**src/rtl/replay_fifo_pkg.sv**
```systemverilog
package replay_fifo_pkg;
    typedef enum logic [1:0] {
        TK_BOOT = 2'd0,
        TK_WAIT = 2'd1,
        TK_HOLD = 2'd2,
        TK_HAND = 2'd3
    } token_state_e;
endpackage

```
**src/rtl/replay_fifo_token.sv**
```systemverilog
module replay_fifo_token
    import replay_fifo_pkg::*;
(
    input  logic clk,
    input  logic rst_n,
    input  logic start_own,
    input  logic take,
    input  logic pass,
    output logic own,
    output logic xo
);
    token_state_e state, state_nx;

    always_ff @(posedge clk or negedge rst_n) begin
        if (!rst_n) state <= TK_BOOT;
        else        state <= state_nx;
    end

    always_comb begin
        state_nx = state;
        unique case (state)
            TK_BOOT: state_nx = start_own ? TK_HOLD : TK_WAIT;
            TK_WAIT: if (take) state_nx = TK_HOLD;
            TK_HOLD: if (pass) state_nx = TK_HAND;
            TK_HAND: state_nx = TK_WAIT;
            default: state_nx = TK_BOOT;
        endcase
    end

    always_comb begin
        own = (state == TK_HOLD);
        xo  = (state == TK_HAND);
    end

    assert_handoff_single_R10: assert property (@(posedge clk) disable iff (!rst_n)
        (state == TK_HAND) |=> (state == TK_WAIT));
    assert_take_grants_R9: assert property (@(posedge clk) disable iff (!rst_n)
        (state == TK_WAIT && take) |=> own);
endmodule

```
**src/rtl/replay_fifo_store.sv**
```systemverilog
module replay_fifo_store #(
    parameter int DEPTH = 256,
    parameter int DW    = 9
) (
    input  logic                       clk,
    input  logic                       rst_n,
    input  logic                       wr_go,
    input  logic                       rd_go,
    input  logic                       rt_go,
    input  logic [DW-1:0]              din,
    output logic [DW-1:0]              dout,
    output logic [$clog2(DEPTH):0]     count,
    output logic                       wr_last,
    output logic                       rd_last
);
    localparam int AW = $clog2(DEPTH);
    localparam int CW = AW + 1;
    localparam logic [AW-1:0] LAST = AW'(DEPTH - 1);

    logic [DW-1:0] mem [DEPTH];
    logic [AW-1:0] wr_ptr, rd_ptr;
    logic          wrapped;

    assign wr_last = wr_go && (wr_ptr == LAST);
    assign rd_last = rd_go && (rd_ptr == LAST);

    always_ff @(posedge clk) begin
        if (wr_go) mem[wr_ptr] <= din;
    end

    always_ff @(posedge clk or negedge rst_n) begin
        if (!rst_n) begin
            wr_ptr  <= '0;
            rd_ptr  <= '0;
            count   <= '0;
            wrapped <= 1'b0;
            dout    <= '0;
        end else if (rt_go) begin
            rd_ptr <= '0;
            count  <= wrapped ? CW'(DEPTH) : {1'b0, wr_ptr};
        end else begin
            if (wr_go) begin
                wr_ptr <= wr_ptr + 1'b1;
                if (wr_ptr == LAST) wrapped <= 1'b1;
            end
            if (rd_go) begin
                rd_ptr <= rd_ptr + 1'b1;
                dout   <= mem[rd_ptr];
            end
            unique case ({wr_go, rd_go})
                2'b10:   count <= count + CW'(1);
                2'b01:   count <= count - CW'(1);
                default: count <= count;
            endcase
        end
    end

    assert_no_overflow_R4: assert property (@(posedge clk) disable iff (!rst_n)
        count <= CW'(DEPTH));
    assert_write_counts_R2: assert property (@(posedge clk) disable iff (!rst_n)
        (wr_go && !rd_go && !rt_go) |=> (count == $past(count) + CW'(1)));
    assert_both_hold_R5: assert property (@(posedge clk) disable iff (!rst_n)
        (wr_go && rd_go && !rt_go) |=> $stable(count));
    assert_rewind_zero_R7: assert property (@(posedge clk) disable iff (!rst_n)
        rt_go |=> (rd_ptr == '0));
endmodule

```
**src/rtl/replay_fifo.sv**
```systemverilog
module replay_fifo #(
    parameter int DEPTH = 256,
    parameter int DW    = 9
) (
    input  logic          clk,
    input  logic          rst_n,
    input  logic          chain_mode,
    input  logic          first_dev,
    input  logic          wr_n,
    input  logic          rd_n,
    input  logic          rt_n,
    input  logic [DW-1:0] din,
    input  logic          xi_wr,
    input  logic          xi_rd,
    output logic [DW-1:0] dout,
    output logic          dout_oe,
    output logic          empty,
    output logic          full,
    output logic          hf_xo,
    output logic          xo_rd
);
    localparam int CW   = $clog2(DEPTH) + 1;
    localparam int HALF = DEPTH / 2;

    logic [CW-1:0] count;
    logic wr_own, rd_own, wr_xo;
    logic wr_last, rd_last;
    logic wr_go, rd_go, rt_go;

    always_comb begin
        empty = (count == '0);
        full  = (count == CW'(DEPTH));
        wr_go = !wr_n && !full  && (!chain_mode || wr_own);
        rd_go = !rd_n && !empty && (!chain_mode || rd_own);
        rt_go = !rt_n && wr_n && rd_n && !chain_mode;
        hf_xo = chain_mode ? wr_xo : (count >= CW'(HALF));
    end

    replay_fifo_store #(.DEPTH(DEPTH), .DW(DW)) store_i (
        .clk(clk), .rst_n(rst_n),
        .wr_go(wr_go), .rd_go(rd_go), .rt_go(rt_go),
        .din(din), .dout(dout), .count(count),
        .wr_last(wr_last), .rd_last(rd_last)
    );

    replay_fifo_token wr_tok_i (
        .clk(clk), .rst_n(rst_n), .start_own(first_dev),
        .take(chain_mode && xi_wr), .pass(chain_mode && wr_last),
        .own(wr_own), .xo(wr_xo)
    );

    replay_fifo_token rd_tok_i (
        .clk(clk), .rst_n(rst_n), .start_own(first_dev),
        .take(chain_mode && xi_rd), .pass(chain_mode && rd_last),
        .own(rd_own), .xo(xo_rd)
    );

    always_ff @(posedge clk or negedge rst_n) begin
        if (!rst_n) dout_oe <= 1'b0;
        else        dout_oe <= !rd_n;
    end

    assert_flags_exclusive_R4: assert property (@(posedge clk) disable iff (!rst_n)
        !(empty && full));
    assert_empty_read_ignored_R4: assert property (@(posedge clk) disable iff (!rst_n)
        (empty && wr_n && rt_n) |=> (empty && $stable(dout)));
endmodule

```
**config.mk**
```make
export PLATFORM = sky130hd
export DESIGN_NAME = replay_fifo
export DESIGN_NICKNAME = d
export VERILOG_FILES = /design/src/rtl/replay_fifo_pkg.sv /design/src/rtl/replay_fifo_token.sv /design/src/rtl/replay_fifo_store.sv /design/src/rtl/replay_fifo.sv
export SDC_FILE = /design/constraint.sdc
export NUM_CORES = 2
export LEC_CHECK = 0
export ABC_AREA = 1
export BUFFER_PORTS_ARGS = -buffer_cell sky130_fd_sc_hd__buf_4
export CAP_MARGIN = 20
export CELL_PAD_IN_SITES_DETAIL_PLACEMENT = 1
export CELL_PAD_IN_SITES_GLOBAL_PLACEMENT = 1
export CORE_MARGIN = 3
export CORE_UTILIZATION = 27
export DETAILED_ROUTE_END_ITERATION = 10
export MAX_ROUTING_LAYER = met4
export PLACE_DENSITY_LB_ADDON = 0.12
export SLEW_MARGIN = 30
export SYNTH_ARGS = -nofsm -noshare
export SYNTH_HDL_FRONTEND = slang
export SYNTH_SLANG_ARGS = --single-unit
export TNS_END_PERCENT = 30
```
**constraint.sdc**
```tcl
create_clock -name clk -period 4.99 [get_ports clk]
set_input_delay 0.2495 -clock clk [delete_from_list [all_inputs] [get_ports clk]]
set_output_delay 0.2495 -clock clk [all_outputs]
set_load 0.05 [all_outputs]
```
# ---- Word level (Yosys, flattened, before mapping)
# Memory sizes are Yosys's and may differ from the RTL's. A register that Yosys moved wholly into a read port is not among the register bits.
# Index checks and enable logic that the tools add are counted.
dict set report classes {
  add_sub_neg 4
  order_cmp 1
  eq_ne 15
  mux 15
  bitwise 1
  n_reduce_logical 32
}
# operator n
set op_table {}
lappend op_table {{$mux W9} 2}
lappend op_table {{$pmux W9 S2} 1}
lappend op_table {{$add A8 B1 Y8 const B} 2}
lappend op_table {{$eq A8 B8 Y1 const B} 2}
lappend op_table {{$mux W8} 2}
lappend op_table {{$pmux W2 S4} 2}
lappend op_table {{$logic_and A1 B1 Y1} 13}
lappend op_table {{$eq A2 B2 Y1 const B} 5}
lappend op_table {{$mux W2} 5}
lappend op_table {{$add A9 B1 Y9 const B} 1}
lappend op_table {{$eq A9 B9 Y1 const B} 1}
lappend op_table {{$ge A9 B8 Y1 const B} 1}
lappend op_table {{$logic_not A9 Y1} 1}
lappend op_table {{$sub A9 B1 Y9 const B} 1}
lappend op_table {{$ne A2 B1 Y1 const B} 4}
lappend op_table {{$reduce_and A2 Y1} 4}
lappend op_table {{$logic_not A1 Y1} 7}
lappend op_table {{$eq A2 B1 Y1 const B} 3}
lappend op_table {{$logic_not A2 Y1} 2}
lappend op_table {{$mux W1} 3}
lappend op_table {{$reduce_and A3 Y1} 1}
lappend op_table {{$reduce_bool A3 Y1} 1}
lappend op_table {{$logic_or A1 B1 Y1} 2}
lappend op_table {{$reduce_bool A2 Y1} 1}
lappend op_table {{$not A1 Y1} 1}
dict set report totals {
  register_bits 31
  mem_bits_rw 2304
  in_bits 18
  out_inout_bits 14
  word_cells 76
  mem_count 1
}
# memory depth word_bits rd rd_ports_with_merged_regs wr line
set mem_list {}
lappend mem_list {store_i.mem 256 9 1 1 1 replay_fifo_store.sv:20} ;# logic [DW-1:0] mem [DEPTH];

# ---- Logic depth before layout (Yosys ltp)
dict set report depth {
  ltp_word 8
  depth_mapped 20
  depth_no_buf 20
}

# ---- Modules after synthesis
# From an unflattened synthesis, not the netlist that was laid out.
dict set report unflattened {
  hier_cells 8318
  hier_area_um2 95659.2
}
# mod n_inst cells_each area_per_inst_um2 seq_area_each_um2
set by_module_without_submodules {}
lappend by_module_without_submodules {replay_fifo_store 1 8237 95150.0 70062.2}
lappend by_module_without_submodules {replay_fifo_token 2 25 180.2 50.0}
lappend by_module_without_submodules {replay_fifo 1 31 148.9 25.0}

# ---- Worst setup path before layout
# No wires, ideal clock.
dict set report synth_timing {
  path_type {register to register}
  from {register rd_tok_i.state[0]}
  to {register store_i.count[6]}
  setup_time_ps 117
  t_arrival_ps 2381
  required_time_ps 4873
  setup_slack_ps 2493
  stages_incl_launch_ff 20
  path_buffers 0
  period_less_slack_ps 2497
  cell_sequence {dfrtp_1 inv_1 ha_1 inv_1 a21oi_1 nand2_1 inv_1 nand2_1 inv_1 ha_1 inv_1 nor2_1 o21ai_0 nand2_1 a21oi_1 o21ai_0 o21ai_0 nand2_1 nand2_1 nand2_1}
}
dict set report synth_via {
  elab_chain_cells 6
  elab_cells_between_ends 8
  cone_classes {3 x eq/ne; 2 x mux; 3 x reduce/logical}
}
# element line
set synth_lines {}
lappend synth_lines {{from (decl)} replay_fifo_token.sv:12} ;# token_state_e state, state_nx;
lappend synth_lines {{from (signal assigned)} replay_fifo_token.sv:16} ;# else state <= state_nx;
lappend synth_lines {{$eq A2 B2 Y1 *} replay_fifo_token.sv:31} ;# own = (state == TK_HOLD);
lappend synth_lines {{$logic_or A1 B1 Y1 *} replay_fifo.sv:34} ;# rd_go = !rd_n && !empty && (!chain_mode || rd_own);
lappend synth_lines {{$logic_and A1 B1 Y1 *} replay_fifo.sv:34}
lappend synth_lines {{$eq A2 B1 Y1 / $eq A2 B2 Y1 (equally long branches)} replay_fifo_store.sv:50} ;# unique case ({wr_go, rd_go})
lappend synth_lines {{$pmux W9 S2} replay_fifo_store.sv:50}
lappend synth_lines {{$mux W9} replay_fifo_store.sv:38} ;# end else if (rt_go) begin
lappend synth_lines {{to (signal assigned)} replay_fifo_store.sv:40} ;# count <= wrapped ? CW'(DEPTH) : {1'b0, wr_ptr};
lappend synth_lines {{to (signal assigned)} replay_fifo_store.sv:51} ;# 2'b10: count <= count + CW'(1);
lappend synth_lines {{to (signal assigned)} replay_fifo_store.sv:52} ;# 2'b01: count <= count - CW'(1);
lappend synth_lines {{to (decl)} replay_fifo_store.sv:12} ;# output logic [$clog2(DEPTH):0] count,
# Every way passes the cells marked *; elsewhere a longest branch is shown, timed or not.
# A chain may end at the register's enable or synchronous reset.

# ---- Final worst setup path
dict set report layout_timing {
  from {register wr_tok_i.state[0]}
  to {memory store_i.mem[105][7], enable pin}
}
dict set report layout_via {
  elab_chain_cells 5
}
# element line
set layout_lines {}
lappend layout_lines {{from (decl)} replay_fifo_token.sv:12}
lappend layout_lines {{from (signal assigned)} replay_fifo_token.sv:16}
lappend layout_lines {{$eq A2 B2 Y1} replay_fifo_token.sv:31}
lappend layout_lines {{$logic_or A1 B1 Y1} replay_fifo.sv:33} ;# wr_go = !wr_n && !full && (!chain_mode || wr_own);
lappend layout_lines {{$logic_and A1 B1 Y1} replay_fifo.sv:33}
lappend layout_lines {{$mux W1} replay_fifo_store.sv:28} ;# if (wr_go) mem[wr_ptr] <= din;
lappend layout_lines {{$mux W1 (implied by the code)} replay_fifo_store.sv:28}
lappend layout_lines {{to (decl)} replay_fifo_store.sv:20}
# Every way passes these cells.

==> metrics.md <==
| Metric | Value |
|---|---|
| Status | completed |
| WL final | 355700 um |
| Post-synth EDFFs | approximately 2300 |
| Area of the core | 360900 um2 |
| PortBufs | 31 |
| Die area | 371500 um2 |
| CP Capture Type | register |
| Worst-Margin Slew | 1037 ps |
| Mapped Avg Cell Area | ~11 um2 |
| Drt drc | 0 |
| Critical Path RT | about 5500 ps |
| Post-route ant nets | 0 |
| Crit-path cells | inv_1 > ha_1 > nor2_1 > nor2_1 > nand2_1 > inv_1 > nand4_1 > buf_12 > nor2_1 |
| Reg-to-Reg End | store_i.mem[105][7] |
| DR iter-0 viols | approximately 4500 |
| Post-synth net total | 9030 |
| Vias per cell | 4.696 |
| Relative slew slack | a little under a third |
| Max Fclk | around 240 MHz |
| Layout fillers | approximately 40000 |
| Final setup fails | 0 |
| Sequential element share of the synthesized area | just over 70% |
| Pins Over Slew Limit | 0 |
| CP Launch Type | register |
| Flop and latch count out of synthesis | 2344 |
| Final Cycle Share | 82.22% |
| Unrepaired setup endpoints after global routing | false |
| Worst-skew pair later-pin latency | between 800 and 900 ps |
| Max Root-Sink Buffers | 4 |
| Drt first pass iters | 7 |
| GRT Overall Usage | between 10% and 20% |
| CP Max Fanout | 11 |
| Area of the multi-input gates | 23920 um2 |
| Dpl hpwl | 209600 um |
| DR vias | 65770 |
| HP Start | chain_mode |
| WL per Instance | 25.40 um |
| Post-Place Cells | 13490 |
| Number of I/O pins | 32 |
| Reg-to-Reg Start | wr_tok_i.state[0] |
| Hold depth | 5 |
| Synth Cell Area | 98340 um2 |
| Yosys top cell by area | edfxtp_1 |
| Final cell count without fillers | about 14000 |
| Root buf cell | clkbuf_16 |
| CTS sink cnt | 2344 |
| P_leak | 41.14 nW |
| VDD IR max | 0.3372 mV |
| CTS resizes | 0 |
| Final nets | 9053 |
| Synth top area cells | edfxtp_1 (70%), nand2_1 (8.7%), nor2_1 (5.9%) |
| Maximum number of pins on one net before global-route repair | 170 |
| Async S/R FF share, synth | approximately 1.7% |
| Crit path depth | 9 |
| Most frequent cells in the layout | edfxtp_1 (2304), nand2_1 (2267), nor2_1 (1475) |
| Die H | 609.5 um |
| Buf/Inv on CP | 3 |
| CTS tree | yes |
| Unique masters post-synth | 36 |
| Worst setup path startpoint | wr_tok_i.state[0] |
| Starting Density | 27.25% |
| Pwr/cell area | roughly 560 nW/um2 |
| Setup TNS | 0 ps |
| Post-synth top area share | 70.35% |
| Skew final | between 30 and 40 ps |
| Num CTS Buffers | 280 |
| Initial antenna violation count | 15 |
| Cells after Synth | 8991 |
| Std cell rows | 220 |
| Max-cap violations | 0 |
| Final hold vios | 0 |
| GRT overflow | 0 |
| Reg2reg path depth | 9 |
| Die width | 609.5 um |
| Cell mode on critical path | nor2_1 |
| Worst path max stage delay | approximately 910 ps |
| Most common flop cell mapped by yosys | edfxtp_1 |
| Vias in the first global route | 69360 |
| Slowest CP cell | nand4_1 |
| WS Path Type | register to register |
| Worst Hold Class | primary input to register |
| CTS H-tree lvls | 5 |
| Clk pin slew, worst setup/hold paths | 60 ps |
| Layout area overhead | 15.48% |
| Layout cell share with drive strength beyond 1 | 8.381% |
| First-pass GRT wire length | between 500000 and 600000 um |
| Syn. warnings | 0 |
| Crit path DAT | 4600 ps |
| R2r setup slk | 890 ps |
| Commonest non-fill, non-tap cell in the layout | edfxtp_1 |
| GPL Wtd Cong | 0.8017 |
| Final min period | 4103 ps |
| Hold Crit Endpoint | rd_tok_i.state[1] |
| CP delay by family, top | simple AND/OR/NAND/NOR gates |
| Area occupied by registers | approximately 70000 um2 |
==> flip-flops by register name, summed over array words and instances (netlist names) <==
register         cells
store_i.wr_ptr       8
store_i.count        9
rd_tok_i.state       2
wr_tok_i.state       2
store_i.rd_ptr       8
store_i.mem       2304
store_i.wrapped      1
store_i.dout         9
dout_oe              1
==> final cells by class <==
type | instances | area share (%)
clock buffers | 367 | 6.681
diodes | 7 | 0.01542
multi-input cells | 5604 | 21.06
flip-flops and latches | 2344 | 61.82
repair buffers | 268 | 2.537
well taps | 4773 | 5.259
inverters | 516 | 1.748
clock inverters | 124 | 0.8814
==> cell families after synthesis <==
group                    share of synthesized area, %
XOR/XNOR                                      0.08906
adder cells (fa/ha/maj)                        0.2748
multiplexers                                  0.02036
AO/OA/AOI/OAI                                   3.930
AND/OR/NAND/NOR                                 19.73
buffers and inverters                           4.583
flip-flops                                      71.37
==> stage by stage <==
| step | worst slack (ps) | util [%] | power [mW] | area (um2) | hold slack [ps] |
|---|---|---|---|---|---|
| 6_report | 887.2 | 31.47 | 63.89 | 113600 | 78.79 |
| 3_5_place_dp | 773.4 | 29.00 | 45.05 | 104700 | 315.9 |
| 4_1_cts | 756.9 | 31.44 | 65.08 | 113500 | 44.75 |
| 2_1_floorplan | 2493 | - | 34.90 | 98340 | -46.09 |
| 3_3_place_gp | 601.4 | 28.96 | 45.00 | 104500 | 315.6 |
| 5_1_grt | 642.6 | 31.47 | 67.54 | 113600 | 91.33 |
==> where the power goes <==
group          total [mW]  switching [mW]  internal, mW  leakage (nW)
sequential           22.3           0.429          21.9          21.2
combinational        21.8            16.5          5.32          15.8
clock                19.7            8.31          11.4          4.18
==> tightest hold or removal path: cells and delay by family <==
family          cells  cell delay (ps)
compound gates      2              290
buf+inv             1              150
simple gates        2              220
==> worst max-delay path by stage <==
stage / to / slack, ps
after floorplan: store_i.count[6] / 2490
after global placement: store_i.mem[9][6] / 600
after detailed placement: store_i.mem[89][2] / 770
after CTS: store_i.mem[89][5] / 760
after global routing: store_i.mem[105][4] / 640
final: store_i.mem[105][7] / 890
==> routing by layer <==
layer  up-vias  share of wire [%]  track usage (%)
li1      30420                  -                -
met1     33880                 47            26.04
met2      1054                 47            31.36
met4         0                2.4            4.421
met5         -                  0                -
met3       408                3.4            2.289
==> cell usage after synthesis, drive strengths merged, types with 7 or more instances <==
| cell type | count |
|---|---|
| a21oi | 139 |
| and3 | 16 |
| buf | 313 |
| clkbuf | 214 |
| dfrtp | 40 |
| edfxtp | 2304 |
| ha | 20 |
| inv | 513 |
| nand2 | 2289 |
| nand3 | 906 |
| nor2 | 1551 |
| nor3 | 7 |
| o211ai | 23 |
| o21ai | 565 |
| o22ai | 16 |
| or2 | 46 |
| xor2 | 10 |
==> timing repair <==
item                      4_1_cts  5_1_grt
hold buffers                   19        0
buffers inserted                0        0
hold endpoints to repair      529        0
Power figures use the tool's default switching activity.
